**config.mk**
```make
export PLATFORM = sky130hd
export DESIGN_NAME = burst_wait_seq
export DESIGN_NICKNAME = d
export VERILOG_FILES = /design/src/rtl/bwg_pkg.sv /design/src/rtl/bwg_cfg_decode.sv /design/src/rtl/bwg_seq_ctrl.sv /design/src/rtl/bwg_addr_gen.sv /design/src/rtl/bwg_out_stage.sv /design/src/rtl/burst_wait_seq.sv
export SDC_FILE = /design/constraint.sdc
export NUM_CORES = 1
export LEC_CHECK = 0
export BUFFER_PORTS_ARGS = -buffer_cell sky130_fd_sc_hd__buf_2
export CORE_MARGIN = 5
export CORE_UTILIZATION = 60
export DETAILED_ROUTE_END_ITERATION = 12
export GPL_TIMING_DRIVEN = 0
export HOLD_SLACK_MARGIN = 0.06
export PLACE_DENSITY = 0.85
export SYNTH_ARGS = -nofsm -noshare
export SYNTH_HDL_FRONTEND = slang
export SYNTH_SLANG_ARGS = --single-unit
```
**constraint.sdc**
```tcl
create_clock -name clk -period 12.73 [get_ports clk]
set_input_delay 1.273 -clock clk [delete_from_list [all_inputs] [get_ports clk]]
set_output_delay 1.273 -clock clk [all_outputs]
set_load 0.02 [all_outputs]
```
**src/rtl/bwg_pkg.sv**
```systemverilog
package bwg_pkg;

    localparam int CFG_W   = 16;
    localparam int DQ_W    = 16;
    localparam int LAT_W   = 3;

    localparam logic [LAT_W-1:0] LAT_MIN = 3'd2;
    localparam logic [LAT_W-1:0] LAT_MAX = 3'd6;

    // field positions inside the configuration word
    localparam int BIT_SYNC   = 15;
    localparam int LAT_HI     = 13;
    localparam int LAT_LO     = 11;
    localparam int BIT_ACTLOW = 10;
    localparam int BIT_EARLY  = 8;
    localparam int BIT_NOWRAP = 3;

    typedef struct packed {
        logic             sync_mode;
        logic             nowrap;
        logic             wait_early;
        logic             wait_act_low;
        logic [LAT_W-1:0] lat_clks;
    } burst_cfg_t;

    function automatic logic [LAT_W-1:0] clamp_lat(input logic [LAT_W-1:0] code);
        if (code < LAT_MIN) return LAT_MIN;
        if (code > LAT_MAX) return LAT_MAX;
        return code;
    endfunction

    // contents of the internal read-only array, derived from the address
    function automatic logic [DQ_W-1:0] word_at(input logic [15:0] a);
        logic [15:0] p;
        p = a * 16'h9E37;
        return p + 16'h1234;
    endfunction

endpackage

```
**src/rtl/bwg_cfg_decode.sv**
```systemverilog
module bwg_cfg_decode
    import bwg_pkg::*;
(
    input  logic [CFG_W-1:0] raw,
    output burst_cfg_t       dec
);
    // drive strength, and the bits with no function here, are left alone
    logic field_unused;
    assign field_unused = ^{raw[14], raw[9], raw[7:4], raw[2:0]};

    always_comb begin
        dec.sync_mode    = raw[BIT_SYNC];
        dec.nowrap       = raw[BIT_NOWRAP];
        dec.wait_early   = raw[BIT_EARLY];
        dec.wait_act_low = raw[BIT_ACTLOW];
        dec.lat_clks     = clamp_lat(raw[LAT_HI:LAT_LO]);
    end
endmodule

```
**src/rtl/bwg_seq_ctrl.sv**
```systemverilog
module bwg_seq_ctrl
    import bwg_pkg::*;
#(
    parameter int STALL_CYCLES = 2
) (
    input  logic             clk,
    input  logic             rst,
    input  logic             start,
    input  logic             abort,
    input  logic [LAT_W-1:0] lat_load,
    input  logic             nowrap,
    input  logic             row_last,
    output logic             busy,
    output logic             dvalid,
    output logic             dvalid_next
);
    localparam int STALL_W = $clog2(STALL_CYCLES + 1);

    logic             busy_q;
    logic [LAT_W-1:0] lat_q;
    logic [STALL_W-1:0] stall_q;
    logic             crossing;

    assign crossing = nowrap && row_last;

    always_ff @(posedge clk) begin
        if (rst || abort) begin
            busy_q  <= 1'b0;
            lat_q   <= '0;
            stall_q <= '0;
        end else if (start) begin
            busy_q  <= 1'b1;
            lat_q   <= lat_load;
            stall_q <= '0;
        end else if (busy_q) begin
            if (lat_q != '0)
                lat_q <= lat_q - 1'b1;
            else if (stall_q != '0)
                stall_q <= stall_q - 1'b1;
            else if (crossing)
                stall_q <= STALL_W'(STALL_CYCLES);
        end
    end

    assign busy   = busy_q;
    assign dvalid = busy_q && (lat_q == '0) && (stall_q == '0);

    always_comb begin
        if (!busy_q)
            dvalid_next = 1'b0;
        else if (lat_q != '0)
            dvalid_next = (lat_q == LAT_W'(1));
        else if (stall_q != '0)
            dvalid_next = (stall_q == STALL_W'(1));
        else
            dvalid_next = !crossing;
    end
endmodule

```
**src/rtl/bwg_addr_gen.sv**
```systemverilog
module bwg_addr_gen #(
    parameter int ADDR_W     = 16,
    parameter int ROW_WORDS  = 512,
    parameter int WRAP_WORDS = 16
) (
    input  logic              clk,
    input  logic              rst,
    input  logic              load,
    input  logic [ADDR_W-1:0] load_addr,
    input  logic              advance,
    input  logic              nowrap,
    output logic [ADDR_W-1:0] addr_q,
    output logic              row_last
);
    localparam int ROW_LG  = $clog2(ROW_WORDS);
    localparam int WRAP_LG = $clog2(WRAP_WORDS);

    logic [ADDR_W-1:0] addr_inc;

    always_comb begin
        if (nowrap)
            addr_inc = addr_q + 1'b1;
        else
            addr_inc = {addr_q[ADDR_W-1:WRAP_LG], addr_q[WRAP_LG-1:0] + 1'b1};
    end

    always_ff @(posedge clk) begin
        if (rst)
            addr_q <= '0;
        else if (load)
            addr_q <= load_addr;
        else if (advance)
            addr_q <= addr_inc;
    end

    assign row_last = (addr_q[ROW_LG-1:0] == '1);
endmodule

```
**src/rtl/bwg_out_stage.sv**
```systemverilog
module bwg_out_stage
    import bwg_pkg::*;
#(
    parameter int ADDR_W = 16
) (
    input  logic              busy,
    input  logic              dvalid,
    input  logic              dvalid_next,
    input  logic              early,
    input  logic              act_low,
    input  logic [ADDR_W-1:0] addr_q,
    output logic [DQ_W-1:0]   dq_o,
    output logic              wait_o
);
    logic not_ready;

    assign not_ready = busy && !(early ? dvalid_next : dvalid);
    // act_low=0: high means valid; act_low=1: low means valid
    assign wait_o    = not_ready ? act_low : !act_low;
    assign dq_o      = dvalid ? word_at(16'(addr_q)) : '0;
endmodule

```
**src/rtl/burst_wait_seq.sv**
```systemverilog
module burst_wait_seq
    import bwg_pkg::*;
#(
    parameter int ADDR_W       = 16,
    parameter int ROW_WORDS    = 512,
    parameter int WRAP_WORDS   = 16,
    parameter int STALL_CYCLES = 2
) (
    input  logic              clk,
    input  logic              rst,
    input  logic              adv_n,
    input  logic              ce_n,
    input  logic [ADDR_W-1:0] addr_i,
    input  logic [CFG_W-1:0]  cfg_i,
    output logic [DQ_W-1:0]   dq_o,
    output logic              wait_o
);
    burst_cfg_t        cfg_live;
    burst_cfg_t        cfg_q;
    logic              start;
    logic              busy;
    logic              dvalid;
    logic              dvalid_next;
    logic              row_last;
    logic [ADDR_W-1:0] addr_q;
    logic              cfg_unused;

    bwg_cfg_decode u_dec (
        .raw (cfg_i),
        .dec (cfg_live)
    );

    assign start = !adv_n && !ce_n && cfg_live.sync_mode;

    always_ff @(posedge clk) begin
        if (rst)
            cfg_q <= '0;
        else if (start)
            cfg_q <= cfg_live;
    end

    assign cfg_unused = ^{cfg_q.sync_mode, cfg_q.wait_act_low, cfg_q.lat_clks,
                          cfg_live.nowrap, cfg_live.wait_early};

    bwg_seq_ctrl #(
        .STALL_CYCLES (STALL_CYCLES)
    ) u_ctrl (
        .clk         (clk),
        .rst         (rst),
        .start       (start),
        .abort       (ce_n),
        .lat_load    (cfg_live.lat_clks),
        .nowrap      (cfg_q.nowrap),
        .row_last    (row_last),
        .busy        (busy),
        .dvalid      (dvalid),
        .dvalid_next (dvalid_next)
    );

    bwg_addr_gen #(
        .ADDR_W     (ADDR_W),
        .ROW_WORDS  (ROW_WORDS),
        .WRAP_WORDS (WRAP_WORDS)
    ) u_addr (
        .clk       (clk),
        .rst       (rst),
        .load      (start),
        .load_addr (addr_i),
        .advance   (dvalid),
        .nowrap    (cfg_q.nowrap),
        .addr_q    (addr_q),
        .row_last  (row_last)
    );

    bwg_out_stage #(
        .ADDR_W (ADDR_W)
    ) u_out (
        .busy        (busy),
        .dvalid      (dvalid),
        .dvalid_next (dvalid_next),
        .early       (cfg_q.wait_early),
        .act_low     (cfg_live.wait_act_low),
        .addr_q      (addr_q),
        .dq_o        (dq_o),
        .wait_o      (wait_o)
    );
endmodule

```
==> run summary, run 1 <==
The maximum number of pins on one net before global-route repair is 14. The most common flop cell mapped by yosys is sky130_fd_sc_hd__dfxtp_1. The register-to-register setup slack came out at 10380 ps.

The post-cts sizing count is 0. The transition time at the pin with the least slew margin is 497.6 ps. The end point of the most critical hold path is cfg_q[4]$_SDFFE_PP0P_. The floorplan has 29 rows. For the worst flop-to-flop path, the logic depth is 8. Summed over all layers, the routed wires come to 8.395 mm. The area added between synthesis and finish came out at 9.284%.

The number of maximum-capacitance violations came out at 0. The clock net in this run drives a total of 24 sinks. Of the cells placed in the final design, the portion with a size suffix greater than 1 is 0.1181. In this run the remaining antenna-violating nets after routing total 0. Setup repair after global routing left no endpoint under its margin. After the first detailed-routing iteration, the DRC count stood at 136. The worst ir drop on vdd is 0.00008138 V.

The clock skew after layout came out at 1.795 ps. The total overflow left after global routing is 0. The number of global-route vias before repair came out at 3304. The count of pins on the block boundary is 53. The type of the most critical hold path is register to register. For this configuration, the core starts out at a cell density of 0.6183.

The tree is rooted in a sky130_fd_sc_hd__clkbuf_8. At the worst endpoint, the required time is 11460 ps. STA classifies the critical path startpoint as a register.

The buffer levels on the longest clock path is 2. Measured on the finished design, the core utilization comes to 0.6757. Routability-driven placement finished with a final weighted congestion of 0.9313. The number of nets in the finished design came out at 633. The peak fanout along the critical path is 9. The register bit count reported by yosys is 24. STA puts the critical path data arrival time at 5350 ps. The setup path with the least slack is of type register to output pin. The total iterations of the first detailed-routing run is 4. In the routed design, unresolved DRC markers number 0. The count of final max-slew check failures came to 0. The number of instances in the synthesized netlist came out at 427. The terminus of the critical flop-to-flop path is u_ctrl.stall_q[0]$_SDFFE_PP0P_. Final hold analysis gives a worst-case slack of 489.0 ps.

The post-CTS clock slew at the launch and capture registers of the worst setup and hold paths came out at 80 ps. In this run the cell area of the synthesized design comes to 3949 um2. The share of the clock period used by the worst path after layout is 0.5200. The critical path capture point type is an output pin.

For this run, the number of standard cells in the final layout without fillers is 551. The highest achievable clock rate came out at 151.1 MHz. The ratio of total power to cell area came out at 97.42 nW/um2. The sequential share of the synthesized area came out at 0.1217. The TritonCTS clock tree is yes.

The Yosys step of the flow raised 0 warnings. The total number of vias came out at 3100. The first-pass GRT wire length is 14.77 mm. The number of failing setup endpoints in the final timing report is 0. In this run the standard cell core region covers 6386 um2.

The headroom to the max-slew limit is 0.6683. Counting flops with an async set or reset pin after synthesis yields a share of 0. The total clock buffers created by CTS is 3. The startpoint identified for the worst register-to-register timing path is u_addr.addr_q[0]$_SDFFE_PP0P_. The top cell types in the final layout, fill and taps aside, are sky130_fd_sc_hd__ha_1, sky130_fd_sc_hd__inv_1, sky130_fd_sc_hd__fa_1, sky130_fd_sc_hd__buf_2, sky130_fd_sc_hd__nor2_1. The hold buffer count at cts came out at 0. After layout, the minimum clock period comes to 6620 ps.

In this run the post-CTS setup repair buffer count came out at 0. The repair_antennas step left the layout with diodes totalling 0. The detailed-route wire length per cell is 15.24 um. The final total power is 0.4204 mW.

The deepest level of the CTS H-tree is 1. In this run the most critical hold path is launched from cfg_q[4]$_SDFFE_PP0P_. A synthesized cell averages 9.248 um2. The number of flops mapped to enable cells by yosys is 0. The worst hold path depth is 2. The net count of the mapped netlist came out at 585.

In this run, distinct cell masters in the synthesized netlist total 42. Summed over all nets, the half-perimeter wirelength after detailed placement is 7.414 mm. The number of endpoints with negative hold slack in the final report came to 0. The worst-skew pair later-pin latency is 260 ps. The number of vias per cell after detailed routing is 5.626.

The die boundary width is 91.13 um. The floorplan die height came out at 91.13 um. The initial antenna violation count is 0. The total global routing track utilization is 0.2109. The count of port buffers added during placement is 43. Including well taps, the total number of placed cells is 547. The library cell used most frequently in the layout, excluding fill and tap cells, is sky130_fd_sc_hd__ha_1. The area enclosed by the die boundary is 8304 um2. The run finished with clean final reports. The total negative slack came out at 0 ps.

The leakage power summed over all cells is 2.263 nW.
-- area by class of cell --
class                      count  area, um2
tap                           77      96.34
multi-input combinational    322       3149
buffer                         9      48.80
sequential                    24      480.5
inverter                      72      270.3
clock buffer                   4      55.05
timing repair buffer          43      215.2
fill                         497       2071
-- worst max path at each step --
| stage | startpoint | to | cells past startpoint |
|---|---|---|---|
| 2_1_floorplan | u_addr.addr_q[0]$_SDFFE_PP0P_ | dq_o[15] | 15 |
| 4_1_cts | u_addr.addr_q[0]$_SDFFE_PP0P_ | dq_o[15] | 16 |
| 3_5_place_dp | u_addr.addr_q[0]$_SDFFE_PP0P_ | dq_o[15] | 16 |
| 5_1_grt | u_addr.addr_q[0]$_SDFFE_PP0P_ | dq_o[15] | 16 |
| 3_3_place_gp | u_addr.addr_q[0]$_SDFFE_PP0P_ | dq_o[15] | 16 |
| 6_report | u_addr.addr_q[0]$_SDFFE_PP0P_ | dq_o[15] | 16 |
-- state kept, by name, indices dropped and copies added, names as in the netlist --
register        cells
u_addr.addr_q      16
u_ctrl.busy         1
u_ctrl.stall_q      2
u_ctrl.lat_q        3
cfg_q               2
-- kinds of logic after synthesis --
group           after synthesis  synth area share
compound gates               66            0.1147
fa+ha+maj                   122            0.4683
flops                        24            0.1217
simple gates                 91            0.1150
buf+inv                      81           0.08080
mux                           2          0.005070
xor+xnor                     41           0.09442
-- synthesized netlist by cell type, types with 2 or more instances --
library cell / count / area, um2
sky130_fd_sc_hd__a2111oi_0: 2 / 17.52
sky130_fd_sc_hd__a211oi_1: 13 / 97.59
sky130_fd_sc_hd__a21o_1: 8 / 60.06
sky130_fd_sc_hd__a21oi_1: 9 / 45.04
sky130_fd_sc_hd__a311oi_1: 7 / 61.31
sky130_fd_sc_hd__a31oi_1: 3 / 18.77
sky130_fd_sc_hd__and2_1: 3 / 18.77
sky130_fd_sc_hd__and3_1: 2 / 12.51
sky130_fd_sc_hd__clkbuf_1: 7 / 26.28
sky130_fd_sc_hd__dfxtp_1: 24 / 480.5
sky130_fd_sc_hd__fa_1: 43 / 860.8
sky130_fd_sc_hd__ha_1: 79 / 988.5
sky130_fd_sc_hd__inv_1: 72 / 270.3
sky130_fd_sc_hd__mux2i_1: 2 / 20.02
sky130_fd_sc_hd__nand2_1: 23 / 86.33
sky130_fd_sc_hd__nand3_1: 4 / 20.02
sky130_fd_sc_hd__nand4_1: 2 / 12.51
sky130_fd_sc_hd__nand4_4: 2 / 42.54
sky130_fd_sc_hd__nor2_1: 37 / 138.9
sky130_fd_sc_hd__nor2b_1: 2 / 12.51
sky130_fd_sc_hd__nor3_1: 3 / 15.01
sky130_fd_sc_hd__o211ai_1: 2 / 15.01
sky130_fd_sc_hd__o21a_1: 2 / 15.01
sky130_fd_sc_hd__o21ai_0: 15 / 75.07
sky130_fd_sc_hd__or2_2: 2 / 12.51
sky130_fd_sc_hd__or3_1: 5 / 31.28
sky130_fd_sc_hd__xnor2_1: 32 / 280.3
sky130_fd_sc_hd__xor2_1: 8 / 70.07
-- metal layers --
layer  vias to the layer above  share of wire  routed length [um]  global-route usage
met1                      1511           0.43                3617              0.2679
met2                        61           0.53                4418              0.3864
met3                         6          0.038                 322             0.02975
met5                         -              0                   0                   0
met4                         0         0.0045                  38             0.03178
li1                       1522              -                   -                   -
-- through the flow --
step	area [um2]	setup slack (ps)
after floorplan	3949	6756
after global placement	4260	6432
after detailed placement	4260	6363
after CTS	4315	6057
after global routing	4315	5786
final	4315	6110
-- where the power goes --
group / total (mW) / leakage [nW] / switching, mW / internal (mW)
clock: 0.0507 / 0.0288 / 0.0231 / 0.0276
sequential: 0.0850 / 0.196 / 0.00677 / 0.0783
combinational: 0.285 / 2.04 / 0.156 / 0.129
total: 0.420 / 2.26 / 0.186 / 0.235
-- critical path, cell delays in order, from the launching register on --
cell	delay [ps]
sky130_fd_sc_hd__dfxtp_1	540
sky130_fd_sc_hd__ha_1	520
sky130_fd_sc_hd__ha_1	350
sky130_fd_sc_hd__a21o_1	210
sky130_fd_sc_hd__fa_1	530
sky130_fd_sc_hd__inv_1	60
sky130_fd_sc_hd__fa_1	460
sky130_fd_sc_hd__fa_1	520
sky130_fd_sc_hd__fa_1	560
sky130_fd_sc_hd__inv_1	50
sky130_fd_sc_hd__ha_1	350
sky130_fd_sc_hd__a21o_1	180
sky130_fd_sc_hd__a31o_2	210
sky130_fd_sc_hd__a31oi_1	170
sky130_fd_sc_hd__xnor2_1	140
sky130_fd_sc_hd__nor2_1	50
sky130_fd_sc_hd__buf_2	170
(Power assumes the default switching activity.)
==> run 2, diff against run 1 <==
--- a/config.mk
+++ b/config.mk
@@ -7,11 +7,11 @@
 export LEC_CHECK = 0
 export BUFFER_PORTS_ARGS = -buffer_cell sky130_fd_sc_hd__buf_2
 export CORE_MARGIN = 5
-export CORE_UTILIZATION = 60
+export CORE_UTILIZATION = 54
 export DETAILED_ROUTE_END_ITERATION = 12
 export GPL_TIMING_DRIVEN = 0
 export HOLD_SLACK_MARGIN = 0.06
-export PLACE_DENSITY = 0.85
+export PLACE_DENSITY = 0.8
 export SYNTH_ARGS = -nofsm -noshare
 export SYNTH_HDL_FRONTEND = slang
 export SYNTH_SLANG_ARGS = --single-unit
==> constraint.sdc (replaced) <==
create_clock -name clk -period 5.9 [get_ports clk]
set_input_delay 0.59 -clock clk [delete_from_list [all_inputs] [get_ports clk]]
set_output_delay 0.59 -clock clk [all_outputs]
set_load 0.02 [all_outputs]
==> run summary, run 2 (synthesis results as in run 1) <==
The number of flip-flops in the largest register is 16 (unchanged). The count of port buffers added during placement is 43 (unchanged). The detailed-route wire length per cell came out at 14.42 um (-5.4%). The logic gate share of total power is 0.673 (-0.004). The internal power consumption was 0.5064 mW (+120%). The area of the core came out at 7176 um2 (+12%).

The worst setup slack before clock tree synthesis came to 178.0 ps (-6185 ps). The tightest min-delay check is of the register to register type. The number of global-route vias before repair is 3146 (-4.8%). The final total power was 0.9063 mW (+120%). The worst ir drop on vdd is 0.0001169 V (+44%). The number of nets in the finished design came out at 633 (unchanged).

The number of DRC markers in iteration 0 came out at 187 (+38%). The total global routing track utilization is 0.1949 (-0.01603). The cell area after layout came out at 4369 um2 (+1.2%). The floorplan die height was 95.52 um (+4.8%). The net switching fraction of the power came out at 0.4413 (-0.0008468). The routed wire length came out at 8.263 mm (-1.6%). The maximum number of pins on one net before global-route repair is 14 (unchanged). The post-CTS clock slew at the launch and capture registers of the worst setup and hold paths is 80 ps (about the same). The buffer levels on the longest clock path is 2 (unchanged). TritonCTS built the clock tree. The post-cts sizing count is 1 (+1). The reported net switching power was 0.3999 mW (+120%). The count of placed standard cells in the final layout, fillers left out was 573 (+4.0%). The count of antenna diodes in the layout came out at 0 (unchanged).

The die boundary width is 95.52 um (+4.8%). The number of endpoints with negative hold slack in the final report is 0 (unchanged). Of the available clock period, the critical path in the final layout requires 0.9606.

The total number of clock tree sinks is 24 (unchanged). The final weighted congestion of routability-driven global placement came out at 0.9224 (-0.96%). The post-route worst setup slack is 232.4 ps (-5878 ps).

The initial antenna violation count is 0 (unchanged). The initial core utilization is 0.5503 (-0.06803). The arrival time at the worst endpoint is 5080 ps (-270 ps). The count of final max-slew check failures is 0 (unchanged). The clock skew after layout came out at 2.290 ps (+0.4945 ps).

The highest achievable clock rate came out at 176.4 MHz. The critical path goes through ha_1, fa_1, fa_1, inv_1, fa_1, fa_1, fa_1, xor2_1, xnor2_1, xnor3_1, xnor2_1, xnor2_1, nor2_1, buf_2. In the final layout, the registers with the most flip-flops are u_addr.addr_q: 16 flops, u_ctrl.lat_q: 3 flops.

The total negative slack came out at 0 ps (unchanged). The worst-skew pair later-pin latency was 260 ps (about the same). Ranked by flip-flop count, first place goes to u_addr.addr_q. Leaving out fill and tap cells, the most frequent cell in the layout is sky130_fd_sc_hd__ha_1. The number of vias per cell after detailed routing came to 5.335 (-5.2%). The leakage power summed over all cells is 2.261 nW (about the same). The total number of vias is 3057 (-1.4%). The worst hold-check slack came out at 473.8 ps (-15.18 ps). The first-pass GRT wire length was 14.24 mm (-3.6%). The post-CTS setup buffer count is 0 (unchanged). The cell area after placement came out at 4288 um2 (+0.65%). The delay of the slowest cell on the worst path came out at 530 ps (-30 ps). STA classifies the critical path startpoint as a register. The total clock buffers created by CTS was 3 (unchanged). The cell repeated most along the worst path is sky130_fd_sc_hd__fa_1. The run finished with clean final reports. Setup repair after global routing left no endpoint under its margin. The instance count after placement with tap cells included came out at 569 (+4.0%). The count of pins on the block boundary is 53 (unchanged). The headroom to the max-slew limit came out at 0.6652 (-0.003064).

The worst endpoint required time is 5310 ps (-6150 ps). The number of maximum-capacitance violations came out at 0 (unchanged). The ratio of total power to cell area is 207.4 nW/um2 (+110%).

The area enclosed by the die boundary is 9123 um2 (+9.9%). The peak fanout along the critical path came to 5 (-4). The fraction of final layout cells with drive strength greater than 1 came out at 0.1371 (+0.01899).

The number of failing setup endpoints in the final timing report is 0 (unchanged). The deepest level of the CTS H-tree is 1 (unchanged). The total iterations of the first detailed-routing run was 4 (unchanged). The transition time at the pin with the least slew margin is 502.2 ps (+4.596 ps).

In this run the clock root is driven by a sky130_fd_sc_hd__clkbuf_8. The DRC violations left came to 0 (unchanged). The total global routing overflow came out at 0 (unchanged). The category of the most critical setup path is register to output pin.

The power share of the clock group was 0.123 (+0.002). The utilization of the core after routing came to 0.6089 (-0.06685). The HPWL reported at the end of detailed placement came to 7.209 mm (-2.8%). The number of core rows came to 31 (+6.9%). Among all stages on the critical path, the largest delay is contributed by sky130_fd_sc_hd__fa_1. The worst setup path is captured at an output pin. The area added between synthesis and finish came out at 10.65%. Leaving out fill and tap cells, the most frequent cells in the layout are sky130_fd_sc_hd__ha_1, sky130_fd_sc_hd__inv_1, sky130_fd_sc_hd__fa_1, sky130_fd_sc_hd__buf_2, sky130_fd_sc_hd__nor2_1. The hold buffer count at cts came to 0 (unchanged). The number of antenna-violating nets in the routed design came to 0 (unchanged). The share of total power in sequential cells is 0.203 (about the same). For the finished layout, the period the worst path requires is 5668 ps.
==> run 2: cell counts in the layout (fill, tap and decap cells not counted) <==
No cell type changed its count.
==> run 2: layer usage <==
layer,vias up,global-route usage,part of all wire
li1,1525,-,-
met1,1479,0.2672,0.46
met2,42,0.3394,0.50
met3,11,0.02131,0.026
met4,0,0.02725,0.010
met5,-,0,0
==> run 2: path summary, 6_finish.rpt <==
| kind | cells past startpoint | slack [ps] | startpoint | end |
|---|---|---|---|---|
| max reg2reg | 7 | 3630 | u_addr.addr_q[2]$_SDFFE_PP0P_ | u_addr.addr_q[15]$_SDFFE_PP0P_ |
| min | 2 | 470 | cfg_q[4]$_SDFFE_PP0P_ | cfg_q[4]$_SDFFE_PP0P_ |
| max | 14 | 230 | u_addr.addr_q[9]$_SDFFE_PP0P_ | dq_o[15] |
| min reg2reg | 2 | 470 | cfg_q[4]$_SDFFE_PP0P_ | cfg_q[4]$_SDFFE_PP0P_ |
==> run 2: layout make-up <==
| type | count | area (um2) |
|---|---|---|
| inverter | 72 | 270.3 |
| buffer | 9 | 48.80 |
| clock buffer | 4 | 55.05 |
| sequential | 24 | 491.7 |
| timing repair buffer | 43 | 215.2 |
| fill | 605 | 2806 |
| multi-input combinational | 322 | 3164 |
| tap | 99 | 123.9 |
==> run 2: power groups by stage <==
stage	clock network [mW]	registers, mW	logic (mW)
2_1_floorplan	0	0.182	0.489
3_3_place_gp	0	0.187	0.593
3_5_place_dp	0	0.187	0.619
4_1_cts	0.112	0.183	0.622
5_1_grt	0.119	0.186	0.702
6_report	0.112	0.184	0.610
==> run 2: critical path, delay by kind of cell (launching register included) <==
kind	cells	cell delay [ps]
simple gates	1	50
xor+xnor	5	1200
flops	1	500
buf+inv	2	220
fa+ha+maj	6	2820
==> run 3, diff against run 2 <==
--- a/config.mk
+++ b/config.mk
@@ -14,4 +14,6 @@
 export PLACE_DENSITY = 0.8
 export SYNTH_ARGS = -nofsm -noshare
 export SYNTH_HDL_FRONTEND = slang
+export SYNTH_HIERARCHICAL = 1
 export SYNTH_SLANG_ARGS = --single-unit
+export TNS_END_PERCENT = 10
==> run summary, run 3 <==
The number of filler cells placed in the layout is 675 (+12%). The number of failing setup endpoints in the final timing report was 0 (unchanged). The die boundary width came out at 97.75 um (+2.3%). The count of pins on the block boundary is 53 (unchanged). The initial core utilization is 0.5465 (-0.003759).

The arrival time at the worst endpoint is 5080 ps (about the same). The number of maximum-capacitance violations is 0 (unchanged). The total negative slack is 0 ps (unchanged). The final weighted congestion of routability-driven global placement came to 0.8668 (-6.0%).

The count of different cell masters after synthesis came to 51 (+21%). The endpoint identified for the worst register-to-register timing path is u_addr/addr_q[14]$_SDFFE_PP0P_. The number of antenna-violating nets in the routed design came out at 0 (unchanged).

The clock tree root buffer cell is sky130_fd_sc_hd__clkbuf_8. The headroom to the max-slew limit came out at 0.6736 (+0.008426). The net switching fraction of the power is 0.4216 (-0.01965).

The ratio of total power to cell area came out at 185.9 nW/um2 (-10%). Setup repair after global routing left no endpoint under its margin. The deepest level of the CTS H-tree is 1 (unchanged). STA classifies the critical path endpoint as an output pin. The transition time at the pin with the least slew margin is 489.6 ps (-12.64 ps). The buffer levels on the longest clock path was 2 (unchanged). The number of core rows came out at 32 (+3.2%).

The met1 track utilization from global routing is 0.2465 (-0.02062). The area added between synthesis and finish is 10.26%. The most repeated cell in the gate-level netlist after synthesis is sky130_fd_sc_hd__ha_1. The worst setup path is of the register to output pin kind. The share of total power in sequential cells is 0.219 (+0.016). The post-CTS setup buffer count is 0 (unchanged). The largest registers in the layout are u_addr/addr_q: 16 flops, u_ctrl/lat_q: 3 flops. The register with the most flip-flops in the final layout is u_addr/addr_q. The library cell with the largest summed area after synthesis is sky130_fd_sc_hd__ha_1. The worst hold-check slack is 493.8 ps (+20.01 ps).

The fraction of final layout cells with drive strength greater than 1 is 0.1460 (+0.008869). The HPWL reported at the end of detailed placement is 7.532 mm (+4.5%). The number of vias per cell after detailed routing is 5.452 (+2.2%). The area of the core came out at 7607 um2 (+6.0%).

The first-pass GRT wire length came out at 15.90 mm (+12%). In this run the most critical hold path is launched from u_ctrl/stall_q[0]$_SDFFE_PP0P_. The number of DRC markers in iteration 0 came out at 139 (-26%). The detailed-route wire length per cell came out at 14.96 um (+3.7%).

The number of warnings issued by yosys came out at 6 (+6). The type of the most critical hold path is register to register. The final total power is 0.8523 mW (-6.0%). The register bit count reported by yosys is 24 (unchanged). The startpoint identified for the worst register-to-register timing path is u_ctrl/lat_q[0]$_SDFFE_PP0P_. In the post-synthesis netlist, the biggest area contributors are sky130_fd_sc_hd__ha_1, sky130_fd_sc_hd__fa_1, sky130_fd_sc_hd__dfxtp_1.

The DRC violations left is 0 (unchanged). The total number of vias came out at 3282 (+7.4%). The total global routing track utilization came out at 0.1946 (-0.0002802).

The logic gate share of total power came out at 0.607 (-0.066). The sequential share of the synthesized area is 0.1156 (-0.006115). The most used routing layer is met2.

The reported net switching power came out at 0.3593 mW (-10%). The total iterations of the first detailed-routing run is 4 (unchanged). The count of final max-slew check failures was 0 (unchanged). The floorplan die height was 97.75 um (+2.3%).

The hold buffer count at cts is 0 (unchanged). The power share of the clock group is 0.173 (+0.050). The internal power consumption came out at 0.4930 mW (-2.6%). The clock skew after layout is 7.326 ps (+5.036 ps). The utilization of the core after routing was 0.6026 (-0.006261). After synthesis, the most frequently instantiated cells are sky130_fd_sc_hd__ha_1, sky130_fd_sc_hd__inv_1, sky130_fd_sc_hd__fa_1, sky130_fd_sc_hd__nor2_1, sky130_fd_sc_hd__xnor2_1. The count of port buffers added during placement was 39 (-9.3%).

The count of antenna diodes in the layout is 0 (unchanged). The most common flop cell mapped by yosys is sky130_fd_sc_hd__dfxtp_1. The worst endpoint required time is 5310 ps (about the same). The maximum number of pins on one net before global-route repair is 15 (+1). The worst-skew pair later-pin latency is 270 ps (about the same). The average instance area after synthesis was 9.098 um2 (-1.6%). The number of flip-flops in the largest register came to 16 (unchanged). The highest achievable clock rate is 176.3 MHz (about the same). The leakage power summed over all cells came out at 2.304 nW (+1.9%). The most critical setup path has its startpoint at u_addr/addr_q[1]$_SDFFE_PP0P_. The register-to-register setup slack came out at 3350 ps (-280 ps).

The number of nets in the finished design is 658 (+3.9%). The worst hold path depth is 2 (unchanged). The nature of the critical path startpoint is a register. The library cells used most frequently in the layout, excluding fill and tap cells, are sky130_fd_sc_hd__inv_1, sky130_fd_sc_hd__ha_1, sky130_fd_sc_hd__fa_1.

The number of instances in the synthesized netlist was 457 (+7.0%). The worst ir drop on vdd was 0.0001210 V (+3.5%). TritonCTS built the clock tree. The number of cells on the worst reg-to-reg path came out at 9 (+2). The area enclosed by the die boundary is 9554 um2 (+4.7%).

The share of the clock period used by the worst path after layout came out at 0.9614 (about the same). The summed instance area of the synthesized netlist is 4158 um2 (+5.3%). The number of endpoints with negative hold slack in the final report is 0 (unchanged). The run finished with clean final reports.

The final critical-path required period was 5672 ps (+4.840 ps). The number of global-route vias before repair was 3525 (+12%). The total clock buffers created by CTS is 3 (unchanged).

The share of synthesized registers carrying an async set or reset came out at 0 (unchanged). The net count of the mapped netlist is 614 (+5.0%). The peak fanout along the critical path is 11 (+6). For hold timing, the worst endpoint is u_ctrl/stall_q[0]$_SDFFE_PP0P_.

The post-CTS clock slew at the launch and capture registers of the worst setup and hold paths is 80 ps (about the same). The initial antenna violation count came out at 0 (unchanged). The area share of the largest cell type after synthesis is 0.2347 (-0.01559). The met3 demand-to-capacity share in global routing is 0.02071 (-0.0005959).

The met2 track demand over resource in global routing came to 0.3622 (+0.02279). The total number of clock tree sinks is 24 (unchanged). The number of flops mapped to enable cells by yosys is 0 (unchanged). The total global routing overflow is 0 (unchanged).

The cell area after placement came to 4481 um2 (+4.5%). The cell area after layout was 4584 um2 (+4.9%). The routed wire length came out at 9.005 mm (+9.0%).
-- run 3: cell count changes in the layout (fill, tap and decap cells not counted), moves of 4 or more --
cell / change
sky130_fd_sc_hd__nand2b_1: +6
sky130_fd_sc_hd__nand3_1: +8
sky130_fd_sc_hd__nor3_1: +6
sky130_fd_sc_hd__buf_4: +4
sky130_fd_sc_hd__a211oi_1: -5
sky130_fd_sc_hd__mux2i_1: +4
sky130_fd_sc_hd__a311oi_1: -4
sky130_fd_sc_hd__nor4_1: +7
sky130_fd_sc_hd__nand2_1: -7
sky130_fd_sc_hd__inv_1: +5
-- run 3: logic make-up after synthesis --
group | Yosys count | synth area share
buffers and inverters | 89 | 0.08877
adder cells (fa/ha/maj) | 121 | 0.4418
XOR/XNOR | 40 | 0.08757
flip-flops | 24 | 0.1156
AO/OA/AOI/OAI | 64 | 0.1056
AND/OR/NAND/NOR | 113 | 0.1463
multiplexers | 6 | 0.01445
-- run 3: worst max path at each step --
stage | endpoint | cells after the start
after detailed placement | dq_o[13] | 19
after global routing | dq_o[15] | 17
after global placement | dq_o[13] | 19
after floorplan | dq_o[13] | 18
final | dq_o[15] | 17
after CTS | dq_o[15] | 18
-- run 3: what timing repair did --
action | 4_1_cts | 5_1_grt
endpoints found under the setup margin | 3 | 4
resized for setup | 2 | 12
pin swaps | 0 | 0
-- run 3: critical path, stage by stage, from the launching register on --
cell and delay [ps]:
sky130_fd_sc_hd__dfxtp_2 490, sky130_fd_sc_hd__ha_1 350, sky130_fd_sc_hd__ha_1 310, sky130_fd_sc_hd__xnor2_1 300, sky130_fd_sc_hd__fa_1 470, sky130_fd_sc_hd__inv_1 90, sky130_fd_sc_hd__fa_1 420, sky130_fd_sc_hd__fa_1 560
sky130_fd_sc_hd__inv_1 60, sky130_fd_sc_hd__fa_1 520, sky130_fd_sc_hd__inv_1 40, sky130_fd_sc_hd__ha_1 370, sky130_fd_sc_hd__nand2_1 70, sky130_fd_sc_hd__o21ai_0 330, sky130_fd_sc_hd__a21oi_4 50, sky130_fd_sc_hd__xnor2_1 130
sky130_fd_sc_hd__nor2_1 80, sky130_fd_sc_hd__buf_2 170
-- run 3: routing by layer --
| metal | vias to the layer above | wire length (um) |
|---|---|---|
| li1 | 1614 | - |
| met1 | 1573 | 3941 |
| met2 | 86 | 4629 |
| met3 | 9 | 361 |
| met4 | 0 | 72 |
| met5 | - | 0 |
-- run 3: power groups by stage --
stage	Clock, mW	Combinational [mW]	Sequential (mW)
after floorplan	0	0.411	0.184
after global placement	0	0.499	0.190
after detailed placement	0	0.523	0.190
after CTS	0.149	0.526	0.187
after global routing	0.155	0.592	0.189
final	0.148	0.518	0.187
-- run 3: final cells by class --
| cell class | count | area [um2] | area share |
|---|---|---|---|
| Multi-Input combinational cell | 344 | 3321 | 0.7243 |
| Inverter | 77 | 289.0 | 0.06305 |
| Buffer | 12 | 80.08 | 0.01747 |
| Timing Repair Buffer | 39 | 195.2 | 0.04258 |
| Clock inverter | 1 | 30.03 | 0.006550 |
| Sequential cell | 24 | 500.5 | 0.1092 |
| Tap cell | 102 | 127.6 | 0.02784 |
| Clock buffer | 3 | 41.29 | 0.009007 |
-- run 3: per-stage QoR --
| stage | std cells | setup slack, ps |
|---|---|---|
| detailed placement | 598 | 171.7 |
| finish | 602 | 227.5 |
| CTS | 602 | 44.81 |
| floorplan | 457 | 665.7 |
| global placement | 598 | 302.9 |
| global route | 602 | 18.94 |
